==> src/rtl/bsc_pkg.sv <==
package bsc_pkg;

    typedef enum logic [2:0] {
        ST_IDLE = 3'd0,
        ST_ADDR = 3'd1,
        ST_DATA = 3'd2,
        ST_ACK  = 3'd3,
        ST_EXT  = 3'd4
    } bsc_state_e;

endpackage

==> src/rtl/bsc_bank_match.sv <==
module bsc_bank_match #(
    parameter int ADDR_W = 32
) (
    input  logic              valid,
    input  logic [ADDR_W-1:0] base,
    input  logic [ADDR_W-1:0] mask,
    input  logic [ADDR_W-1:0] addr,
    output logic              hit
);

    logic [ADDR_W-1:0] diff;

    always_comb begin
        diff = (addr ^ base) & mask;
        hit  = valid && (diff == '0);
    end

endmodule

==> src/rtl/bsc_prio_sel.sv <==
module bsc_prio_sel #(
    parameter int N     = 4,
    parameter int IDX_W = 2
) (
    input  logic [N-1:0]     req,
    output logic             any,
    output logic [IDX_W-1:0] idx,
    output logic [N-1:0]     grant
);

    // Scan from the top so the lowest requesting index is written last.
    always_comb begin
        any   = 1'b0;
        idx   = '0;
        grant = '0;
        for (int i = N - 1; i >= 0; i--) begin
            if (req[i]) begin
                any      = 1'b1;
                idx      = IDX_W'(i);
                grant    = '0;
                grant[i] = 1'b1;
            end
        end
    end

endmodule

==> src/rtl/bsc_fsm.sv <==
module bsc_fsm
    import bsc_pkg::*;
#(
    parameter int N      = 4,
    parameter int IDX_W  = 2,
    parameter int ATTR_W = 5,
    parameter int BS_W   = 8,
    parameter int DLY_W  = 3
) (
    input  logic              clk,
    input  logic              rst_n,
    input  logic              start,
    input  logic              hit_any,
    input  logic [IDX_W-1:0]  hit_idx,
    input  logic              hit_ext,
    input  logic              hit_sys,
    input  logic [ATTR_W-1:0] hit_attr,
    input  logic              internal,
    input  logic [BS_W-1:0]   byte_sel_n,
    input  logic              compat,
    input  logic              par_en,
    input  logic [DLY_W-1:0]  ack_dly,
    input  logic              ext_done,
    output logic [N-1:0]      cs_n,
    output logic              ale_n,
    output logic              aack,
    output logic              ta,
    output logic              dval,
    output logic              par_bs_n,
    output logic              ext_bank,
    output logic              sys_bus,
    output logic              attr_vld,
    output logic [ATTR_W-1:0] attr_out
);

    localparam logic [DLY_W-1:0] DLY_ONE = DLY_W'(1);

    bsc_state_e        state_q, state_d;
    logic [DLY_W-1:0]  cnt_q;
    logic [IDX_W-1:0]  bank_q;
    logic              ale_q;
    logic              sys_q;
    logic              int_q;
    logic              par_q;
    logic [ATTR_W-1:0] attr_q;
    logic [BS_W-1:0]   bs_q;
    logic              accept;

    assign accept = (state_q == ST_IDLE) && start && hit_any;

    // Next-state logic
    always_comb begin
        state_d = state_q;
        unique case (state_q)
            ST_IDLE: begin
                if (accept) begin
                    state_d = hit_ext ? ST_EXT : ST_ADDR;
                end
            end
            ST_ADDR, ST_DATA: begin
                state_d = (cnt_q <= DLY_ONE) ? ST_ACK : ST_DATA;
            end
            ST_ACK: begin
                state_d = ST_IDLE;
            end
            ST_EXT: begin
                if (ext_done) begin
                    state_d = ST_IDLE;
                end
            end
            default: begin
                state_d = ST_IDLE;
            end
        endcase
    end

    // State register
    always_ff @(posedge clk or negedge rst_n) begin
        if (!rst_n) begin
            state_q <= ST_IDLE;
        end else begin
            state_q <= state_d;
        end
    end

    // Per-transaction context and delay counter
    always_ff @(posedge clk or negedge rst_n) begin
        if (!rst_n) begin
            cnt_q  <= '0;
            bank_q <= '0;
            ale_q  <= 1'b0;
            sys_q  <= 1'b0;
            int_q  <= 1'b0;
            par_q  <= 1'b0;
            attr_q <= '0;
            bs_q   <= '1;
        end else if (accept) begin
            cnt_q  <= (ack_dly == '0) ? DLY_ONE : ack_dly;
            bank_q <= hit_idx;
            ale_q  <= compat && hit_sys && !hit_ext;
            sys_q  <= hit_sys;
            int_q  <= internal;
            par_q  <= par_en;
            attr_q <= hit_attr;
            bs_q   <= byte_sel_n;
        end else if ((state_q == ST_ADDR) || (state_q == ST_DATA)) begin
            cnt_q <= cnt_q - DLY_ONE;
        end
    end

    // Output decode
    always_comb begin
        cs_n     = '1;
        ale_n    = 1'b1;
        aack     = 1'b0;
        ta       = 1'b0;
        dval     = 1'b0;
        par_bs_n = 1'b1;
        ext_bank = 1'b0;
        sys_bus  = 1'b0;
        attr_vld = 1'b0;
        attr_out = '0;
        unique case (state_q)
            ST_IDLE: begin
            end
            ST_ADDR: begin
                cs_n[bank_q] = 1'b0;
                ale_n        = !ale_q;
                aack         = 1'b1;
                par_bs_n     = par_q ? (&bs_q) : 1'b1;
            end
            ST_DATA: begin
                cs_n[bank_q] = 1'b0;
                par_bs_n     = par_q ? (&bs_q) : 1'b1;
            end
            ST_ACK: begin
                cs_n[bank_q] = 1'b0;
                ta           = 1'b1;
                dval         = 1'b1;
                par_bs_n     = par_q ? (&bs_q) : 1'b1;
            end
            ST_EXT: begin
                ext_bank = 1'b1;
            end
            default: begin
            end
        endcase
        if (state_q != ST_IDLE) begin
            sys_bus  = sys_q;
            attr_vld = int_q;
            attr_out = int_q ? attr_q : '0;
        end
    end

endmodule

==> src/rtl/bank_strobe_ctrl.sv <==
module bank_strobe_ctrl
    import bsc_pkg::*;
#(
    parameter int NUM_BANKS = 4,
    parameter int ADDR_W    = 32,
    parameter int ATTR_W    = 5,
    parameter int BS_W      = 8,
    parameter int DLY_W     = 3
) (
    input  logic                          clk,
    input  logic                          rst_n,
    input  logic                          xact_start,
    input  logic [ADDR_W-1:0]             xact_addr,
    input  logic                          init_internal,
    input  logic [BS_W-1:0]               byte_sel_n,
    input  logic                          compat_mode,
    input  logic                          par_sel_en,
    input  logic                          ext_done,
    input  logic [NUM_BANKS-1:0]          cfg_valid,
    input  logic [NUM_BANKS-1:0]          cfg_ext,
    input  logic [NUM_BANKS-1:0]          cfg_sys,
    input  logic [NUM_BANKS*ADDR_W-1:0]   cfg_base,
    input  logic [NUM_BANKS*ADDR_W-1:0]   cfg_mask,
    input  logic [NUM_BANKS*ATTR_W-1:0]   cfg_attr,
    input  logic [DLY_W-1:0]              cfg_ack_dly,
    output logic [NUM_BANKS-1:0]          cs_n,
    output logic                          ale_n,
    output logic                          aack,
    output logic                          ta,
    output logic                          dval,
    output logic                          par_bs_n,
    output logic                          ext_bank,
    output logic                          sys_bus,
    output logic                          attr_vld,
    output logic [ATTR_W-1:0]             attr_out
);

    localparam int IDX_W = (NUM_BANKS < 2) ? 1 : $clog2(NUM_BANKS);

    logic [NUM_BANKS-1:0] bank_hit;
    logic [NUM_BANKS-1:0] grant;
    logic [IDX_W-1:0]     win_idx;
    logic                 win_any;
    logic                 win_ext;
    logic                 win_sys;
    logic [ATTR_W-1:0]    win_attr;

    for (genvar b = 0; b < NUM_BANKS; b++) begin : g_bank
        bsc_bank_match #(.ADDR_W(ADDR_W)) u_match (
            .valid (cfg_valid[b]),
            .base  (cfg_base[b*ADDR_W +: ADDR_W]),
            .mask  (cfg_mask[b*ADDR_W +: ADDR_W]),
            .addr  (xact_addr),
            .hit   (bank_hit[b])
        );
    end

    bsc_prio_sel #(.N(NUM_BANKS), .IDX_W(IDX_W)) u_prio (
        .req   (bank_hit),
        .any   (win_any),
        .idx   (win_idx),
        .grant (grant)
    );

    // One-hot selection of the winning bank's properties.
    // An external bank is forced onto the system bus.
    always_comb begin
        win_ext  = |(grant & cfg_ext);
        win_sys  = |(grant & (cfg_sys | cfg_ext));
        win_attr = '0;
        for (int i = 0; i < NUM_BANKS; i++) begin
            if (grant[i]) begin
                win_attr = win_attr | cfg_attr[i*ATTR_W +: ATTR_W];
            end
        end
    end

    bsc_fsm #(
        .N      (NUM_BANKS),
        .IDX_W  (IDX_W),
        .ATTR_W (ATTR_W),
        .BS_W   (BS_W),
        .DLY_W  (DLY_W)
    ) u_fsm (
        .clk        (clk),
        .rst_n      (rst_n),
        .start      (xact_start),
        .hit_any    (win_any),
        .hit_idx    (win_idx),
        .hit_ext    (win_ext),
        .hit_sys    (win_sys),
        .hit_attr   (win_attr),
        .internal   (init_internal),
        .byte_sel_n (byte_sel_n),
        .compat     (compat_mode),
        .par_en     (par_sel_en),
        .ack_dly    (cfg_ack_dly),
        .ext_done   (ext_done),
        .cs_n       (cs_n),
        .ale_n      (ale_n),
        .aack       (aack),
        .ta         (ta),
        .dval       (dval),
        .par_bs_n   (par_bs_n),
        .ext_bank   (ext_bank),
        .sys_bus    (sys_bus),
        .attr_vld   (attr_vld),
        .attr_out   (attr_out)
    );

endmodule

==> config.mk <==
export PLATFORM = sky130hd
export DESIGN_NAME = bank_strobe_ctrl
export DESIGN_NICKNAME = d
export VERILOG_FILES = /design/src/rtl/bsc_pkg.sv /design/src/rtl/bsc_bank_match.sv /design/src/rtl/bsc_prio_sel.sv /design/src/rtl/bsc_fsm.sv /design/src/rtl/bank_strobe_ctrl.sv
export SDC_FILE = /design/constraint.sdc
export NUM_CORES = 1
export LEC_CHECK = 0
export BUFFER_PORTS_ARGS = -buffer_cell sky130_fd_sc_hd__buf_4
export CORE_AREA = 2 2 140 142
export DETAILED_ROUTE_END_ITERATION = 6
export DIE_AREA = 0 0 142 144
export PLACE_DENSITY = 0.48
export RECOVER_POWER = 100
export SLEW_MARGIN = 20
export SYNTH_ARGS = -nofsm -noshare
export SYNTH_HDL_FRONTEND = slang
export SYNTH_SLANG_ARGS = --single-unit
==> constraint.sdc <==
create_clock -name clk -period 1.9 [get_ports clk]
set_clock_uncertainty 0.2 [all_clocks]
set_input_delay 0.095 -clock clk [delete_from_list [all_inputs] [get_ports clk]]
set_output_delay 0.095 -clock clk [all_outputs]
set_load 0.005 [all_outputs]
==> results of run 1 <==
worst min-delay path: stages:
cell and delay (ns):
buf_4 0.08, inv_1 0.03, o21ai_1 0.12, o22a_1 0.11
sequential cells by signal, indices dropped and copies added (netlist names), 2 cells and up:
signal	flops
u_fsm.attr_q	5
u_fsm.bank_q	2
u_fsm.bs_q	8
u_fsm.cnt_q	3
u_fsm.state_q	3
metal layers:
| metal | part of all wire | global-route usage |
|---|---|---|
| met3 | 0.071 | 0.0510 |
| met4 | 0.018 | 0.0437 |
| met1 | 0.41 | 0.256 |
| met2 | 0.50 | 0.361 |
| met5 | 0.0010 | 0 |
worst max-delay path by stage:
| stage | end | startpoint | cells after the start | slack (ns) |
|---|---|---|---|---|
| finish | u_fsm.attr_q[0] | xact_addr[17] | 9 | -0.51 |
| global route | u_fsm.ale_q | xact_addr[25] | 11 | -0.57 |
| global placement | u_fsm.attr_q[0] | xact_addr[17] | 9 | -0.88 |
| CTS | u_fsm.attr_q[4] | xact_addr[17] | 9 | -0.50 |
| detailed placement | u_fsm.attr_q[1] | xact_addr[11] | 11 | -0.89 |
| floorplan | u_fsm.bank_q[0] | xact_addr[2] | 8 | -0.38 |
final cells by class:
cell class | instances | area, µm² | area share
inverters | 15 | 56.3 | 0.00716
clock inverters | 1 | 5.00 | 0.000637
clock buffers | 3 | 75.1 | 0.00955
multi-input cells | 337 | 3030 | 0.386
flip-flops and latches | 25 | 636 | 0.0808
repair buffers | 464 | 3760 | 0.478
diodes | 1 | 2.50 | 0.000318
well taps | 238 | 298 | 0.0379
power breakdown:
| part | switching, mW | internal [mW] | leakage [nW] |
|---|---|---|---|
| sequential | 0.0377 | 0.596 | 0.310 |
| combinational | 0.770 | 1.03 | 3.53 |
| clock | 0.188 | 0.284 | 0.0409 |
| total | 0.995 | 1.91 | 3.88 |
synthesized netlist by cell type (2+ instances only):
| library cell | n | share of area |
|---|---|---|
| xor2_1 | 129 | 0.33 |
| a22oi_1 | 52 | 0.12 |
| nand2_1 | 20 | 0.022 |
| dfrtp_1 | 17 | 0.13 |
| nand4_1 | 16 | 0.030 |
| inv_1 | 15 | 0.017 |
| mux2_2 | 12 | 0.040 |
| nor2_1 | 11 | 0.012 |
| o21ai_0 | 10 | 0.015 |
| dfstp_2 | 8 | 0.062 |
| nand3_1 | 8 | 0.012 |
| nor3_1 | 7 | 0.010 |
| and2_1 | 6 | 0.011 |
| mux2_1 | 5 | 0.017 |
| mux2i_1 | 5 | 0.015 |
| o22a_1 | 5 | 0.013 |
| a22o_1 | 4 | 0.010 |
| or2_2 | 4 | 0.0074 |
| buf_6 | 3 | 0.010 |
| o211ai_1 | 3 | 0.0067 |
| or3_1 | 3 | 0.0055 |
| a21oi_1 | 2 | 0.0030 |
| a221oi_1 | 2 | 0.0052 |
| a222oi_1 | 2 | 0.0059 |
| a41oi_4 | 2 | 0.016 |
| buf_4 | 2 | 0.0044 |
| ha_1 | 2 | 0.0074 |
| nor2b_1 | 2 | 0.0037 |
| o2111ai_1 | 2 | 0.0052 |
| o22ai_1 | 2 | 0.0037 |
| xnor2_1 | 2 | 0.0052 |
per-stage QoR:
| step | hold WS (ns) | utilization | setup WS, ns | total power, mW |
|---|---|---|---|---|
| detailed placement | -0.178 | 0.359 | -0.893 | 2.30 |
| CTS | 0.00175 | 0.396 | -0.500 | 2.88 |
| floorplan | -0.401 | - | -0.376 | 1.25 |
| global placement | -0.177 | 0.359 | -0.878 | 2.30 |
| global route | 0.0136 | 0.412 | -0.571 | 3.13 |
| finish | 0.00149 | 0.412 | -0.508 | 2.90 |
cell families after synthesis:
kind of cell,count (synthesis),synth area share
compound gates,94,0.221
flops,25,0.188
buf+inv,20,0.0311
simple gates,88,0.142
mux,22,0.0714
fa+ha+maj,2,0.00740
xor+xnor,131,0.339
repair_timing:
item,in CTS,in global routing
buffers inserted,9,13
resized for setup,73,49
endpoints found under the setup margin,24,29
pin swaps,59,40
hold buffers,20,0
hold endpoints to repair,44,0
gates cloned,2,1
==> flow_metrics.py, run 1 <==
metrics = {
    "run_status": {
        "status": "finished with violations",
        "violations": "setup timing",
    },
    "worst_hold_path": {
        "hold_end": "u_fsm.attr_q[1]",
        "min-delay-path-class": "input port to flop",
        "holdPathStages": 4,
        "hold_start": "cfg_attr[16]",
    },
    "placement": {
        "dpl.cell_count": 1038,
        "post-dp-hpwl_mm": 19.9,
        "port_buffers": 354,
        "gp_congestion": 0.918,
        "place_area_um2": 6850,
    },
    "route": {
        "via_per_inst": 4.32,
        "num_vias": 4678,
        "postRouteAntennaNets": 0,
        "wl_per_cell_um": 20.5,
        "drt_first_pass_iters": 5,
        "route.detailed.drc": 0,
        "drt_iter0_markers": 219,
        "wl_mm": 22.2,
    },
    "synthesis": {
        "synth_cell_type_count": 50,
        "ys_warn_count": 0,
        "syn_area_per_cell_um2": 8.86,
        "ys_ff_latch": 25,
        "synth_edf_count": 0,
        "synth-main-ff-cell": "dfrtp_1",
        "synth.net_count": 722,
        "synth_area_um2": 3380,
        "ys_async_sr_fraction": 1.00,
        "synth_seq_area_share": 0.188,
        "syn_inst": 382,
    },
    "setup_path": {
        "worstReg2RegEnd": "u_fsm.par_q",
        "critPathMaxFanout": 7,
        "cp.required_ns": 1.85,
        "start_kind": "input port",
        "ff2ff_setup_slack_ns": -0.09,
        "path_cells": "buf_8 -> buf_6 -> xor2_2 -> a222oi_1 -> nand4_2 -> or4_4 -> a41oi_4 -> o21ai_1 -> o22a_1",
        "cp_top_family": "compound AO/OA/AOI/OAI gates",
        "critical_path_class": "input port to flop",
        "cp_num_buf_inv": 2,
        "r2r-start": "u_fsm.state_q[2]",
        "critPathCaptureType": "flop",
        "rr_worst_depth": 5,
        "worstPathArrival_ns": 2.36,
        "crit_slowest_cell": "or4_4",
        "cp_slowest_stage_delay_ns": 0.56,
    },
    "sta": {
        "setup_violations": 24,
        "drv_slew": 0,
        "fin_crit_sh": 1.27,
        "finalHoldViolations": 0,
        "fin_ws_ns": -0.508,
        "rsz0062_at_grt": "yes",
        "period_needed_ns": 2.41,
        "worst_slew_pin_slew_ns": 0.626,
        "slew_headroom": 0.582,
        "tns_ns": -10.05,
        "clock.fmax_mhz": 415,
    },
    "floorplan": {
        "core_um2": 19100,
        "die_w_um": 142,
        "boundaryPins": 355,
        "initial_core_util": 0.177,
        "rows": 51,
        "dieHeight_um": 144,
        "die_area_um2": 20400,
    },
    "power": {
        "power.density_nw_per_um2": 369,
        "power_leakage_nw": 3.88,
        "vdd_drop_max_mv": 0.294,
    },
    "finish": {
        "nets": 1186,
        "area_delta_synth_final_pct": 132,
        "drive_above_1_share": 0.626,
        "instances_no_fill": 1084,
        "fill_cells": 1955,
        "fin_area_um2": 7860,
        "final_common_cell": "buf_4",
        "most-common-layout-cells": "buf_4 (392), xor2_1 (118), a22oi_1 (38)",
    },
    "cts": {
        "cts_made_buffers": 3,
        "worstSkewPairLatency_ns": 0.26,
        "root_buffer": "clkbuf_16",
        "cts-htree-levels": 1,
        "cts.sinks": 25,
        "cts_tree": "yes",
        "clock_path_buffers": 2,
        "clkTransAtPathRegs_ns": 0.07,
    },
    "grt": {
        "antenna_found_initial": 3,
        "grt_pass1_vias": 4998,
        "grt_max_degree": 26,
        "grt_pass1_wl_mm": 30.6,
        "grt.overflow.total": 0,
        "globalRouteTotalUtil": 0.206,
    },
    "run": {
        "cap_violations": 0,
    },
}
Note: power is estimated with default switching activity, not from simulation.
==> run 2: changes to the inputs <==
--- a/config.mk
+++ b/config.mk
@@ -5,11 +5,12 @@
 export SDC_FILE = /design/constraint.sdc
 export NUM_CORES = 1
 export LEC_CHECK = 0
+export ABC_AREA = 1
 export BUFFER_PORTS_ARGS = -buffer_cell sky130_fd_sc_hd__buf_4
 export CORE_AREA = 2 2 140 142
 export DETAILED_ROUTE_END_ITERATION = 6
 export DIE_AREA = 0 0 142 144
-export PLACE_DENSITY = 0.48
+export PLACE_DENSITY = 0.53
 export RECOVER_POWER = 100
 export SLEW_MARGIN = 20
 export SYNTH_ARGS = -nofsm -noshare
==> flow_metrics.py, run 2 <==
metrics = {
    "floorplan": {
        "initial_core_util": 0.218,
        "core_um2": 19100,
        "die_w_um": 142,
        "dieHeight_um": 144,
        "boundaryPins": 355,
        "die_area_um2": 20400,
        "rows": 51,
    },
    "cts": {
        "cts_made_buffers": 3,
        "cts.sinks": 25,
        "worstSkewPairLatency_ns": 0.26,
        "root_buffer": "clkbuf_16",
        "clock_path_buffers": 2,
        "clkTransAtPathRegs_ns": 0.06,
        "cts_tree": "yes",
        "cts-htree-levels": 1,
    },
    "power": {
        "power.density_nw_per_um2": 360,
        "power_mw": 2.87,
        "power_leakage_nw": 4.69,
        "vdd_drop_max_mv": 0.254,
    },
    "synthesis": {
        "yosys.area_share.xor_xnor": 0.0148,
        "syn_area_per_cell_um2": 5.09,
        "ys_warn_count": 0,
        "synthMostInstantiatedCell": "nand2_1",
        "synth_mux_area_frac": 0,
        "yosys-top-cells-count": "nand2_1 (294), inv_1 (156), nand3_1 (140)",
        "synth-adder-area-share": 0.00603,
        "synth_cell_type_count": 33,
        "synth_area_um2": 4150,
        "synth_seq_area_share": 0.153,
        "ys_ff_latch": 25,
        "ys_async_sr_fraction": 1.00,
        "synth-main-ff-cell": "dfrtp_1",
        "synth.net_count": 1156,
        "synthSimpleGateAreaFrac": 0.622,
        "synth_top_area_cell": "nand2_1",
        "syn_inst": 816,
        "synth_top_family_by_area": "simple AND/OR/NAND/NOR gates",
        "synth_compound_area_frac": 0.0458,
        "yosysTopAreaCellShare": 0.266,
        "synth_edf_count": 0,
        "synthTopCellsByArea": "nand2_1 (27%), nand3_1 (17%), inv_1 (14%)",
    },
    "sta": {
        "finalHoldViolations": 0,
        "fin_crit_sh": 0.944,
        "worst_slew_pin_slew_ns": 0.644,
        "clock.fmax_mhz": 557,
        "period_needed_ns": 1.79,
        "rsz0062_at_grt": "no",
        "slew_headroom": 0.571,
        "drv_slew": 0,
        "setup_violations": 0,
        "hold_slack_ns": 0.000431,
    },
    "finish": {
        "top_regs": "u_fsm.bs_q: 8 flops, u_fsm.attr_q: 5 flops",
        "fill_cells": 2118,
        "instances_no_fill": 1487,
        "area_delta_synth_final_pct": 91.8,
        "largest_reg_flops": 8,
        "most-common-layout-cells": "buf_4 (385), nand2_1 (289), inv_1 (143)",
        "final_common_cell": "buf_4",
        "n_antenna_cell": 0,
        "regMostFlops": "u_fsm.bs_q",
        "drive_above_1_share": 0.397,
        "nets": 1590,
    },
    "route": {
        "num_vias": 6339,
        "postRouteAntennaNets": 0,
        "route.detailed.drc": 0,
        "drt_first_pass_iters": 4,
        "drt_iter0_markers": 206,
        "wl_per_cell_um": 13.5,
        "via_per_inst": 4.26,
        "wl_mm": 20.0,
    },
    "setup_path": {
        "cp.required_ns": 1.89,
        "start_kind": "input port",
        "worstPathArrival_ns": 1.79,
        "critPathCaptureType": "flop",
        "critPathMaxFanout": 7,
        "critical_path_class": "input port to flop",
    },
    "run_status": {
        "status": "complete, no violations",
    },
    "placement": {
        "dpl.cell_count": 1452,
        "post-dp-hpwl_mm": 18.1,
        "gp_congestion": 0.880,
        "port_buffers": 354,
    },
    "grt": {
        "grt_max_degree": 27,
        "globalRouteTotalUtil": 0.185,
        "antenna_found_initial": 0,
        "grt_pass1_vias": 6001,
        "grt.overflow.total": 0,
        "grt_pass1_wl_mm": 30.0,
    },
    "worst_hold_path": {
        "min-delay-path-class": "input port to flop",
    },
    "run": {
        "cap_violations": 0,
    },
}
==> run 2: cell types whose count changed after synthesis, sizes merged, moves of 11 or more <==
cell and delta:
a21oi +11, mux2 -17, nand2 +279, or2 +27
nand3 +134, xor2 -123, inv +143, a22oi -52
nor2 +76
==> run 2: where the power goes <==
part	total [mW]	switching (mW)	internal [mW]
registers	0.637	0.0481	0.589
logic	1.75	0.773	0.979
clock network	0.477	0.191	0.286
total	2.87	1.01	1.85
==> run 2: layer usage <==
| layer | share of wire | global-route usage | vias to the layer above | routed length, µm |
|---|---|---|---|---|
| li1 | - | - | 3390 | - |
| met1 | 0.41 | 0.215 | 2721 | 8120 |
| met2 | 0.51 | 0.352 | 216 | 10100 |
| met3 | 0.080 | 0.0421 | 12 | 1600 |
| met4 | 0.0091 | 0.0226 | 0 | 183 |
| met5 | 0 | 0 | - | 0 |
==> run 2: kinds of logic (layout without fill, tap and decap cells) <==
family / count (synthesis) / count (layout)
flops: 25 / 25
xor+xnor: 7 / 7
fa+ha+maj: 2 / 2
simple gates: 582 / 582
compound gates: 35 / 35
buf+inv: 165 / 598
==> run 2: area by class of cell <==
class                   instances  area (µm²)  share of cell area
inverters                     159         624              0.0784
multi-input cells             626        2960               0.371
repair buffers                435        3370               0.423
clock inverters                 1        7.51            0.000943
flip-flops and latches         25         636              0.0798
well taps                     238         298              0.0374
clock buffers                   3        75.1             0.00943
==> run 2: worst max-delay path, stage by stage <==
cell	delay (ns)
buf_4	0.13
or2_2	0.26
nand3_1	0.07
nand2_1	0.06
nor2_1	0.11
nand2_2	0.10
nor2_4	0.13
nand3_2	0.11
nand2_2	0.10
inv_2	0.04
nand2_4	0.05
nand3_4	0.12
inv_8	0.10
buf_4	0.12
nand2_1	0.07
o21ai_1	0.11
==> run 2: path summary, 6_finish.rpt <==
kind	startpoint	end	slack, ns	depth (start not counted)
max	xact_addr[25]	u_fsm.ale_q	0.11	16
min	cfg_ext[3]	u_fsm.ale_q	0.0004	4
max reg2reg	u_fsm.state_q[1]	u_fsm.ale_q	0.26	9
min reg2reg	u_fsm.bs_q[6]	u_fsm.bs_q[6]	0.26	2
max in group asynchronous	rst_n	u_fsm.bank_q[1]	0.89	2
min in group asynchronous	rst_n	u_fsm.par_q	0.19	2
==> run 2: timing repair <==
item,in CTS,in global routing
gates resized for setup,2,57
endpoints found under the setup margin,9,30
endpoints found under the hold margin,45,0
setup buffers,0,7
cloned,0,0
hold buffers,25,0
pin swaps,0,16
==> run 2: per-stage QoR <==
step | instance area [µm²] | util | TNS [ns] | setup slack [ns]
global route | 7960 | 0.417 | 0 | 0.00642
floorplan | 4150 | - | 0 | 0.0957
finish | 7960 | 0.417 | 0 | 0.106
detailed placement | 7450 | 0.391 | -6.22 | -0.319
global placement | 7450 | 0.391 | -5.38 | -0.270
CTS | 7790 | 0.409 | 0 | 0.0149
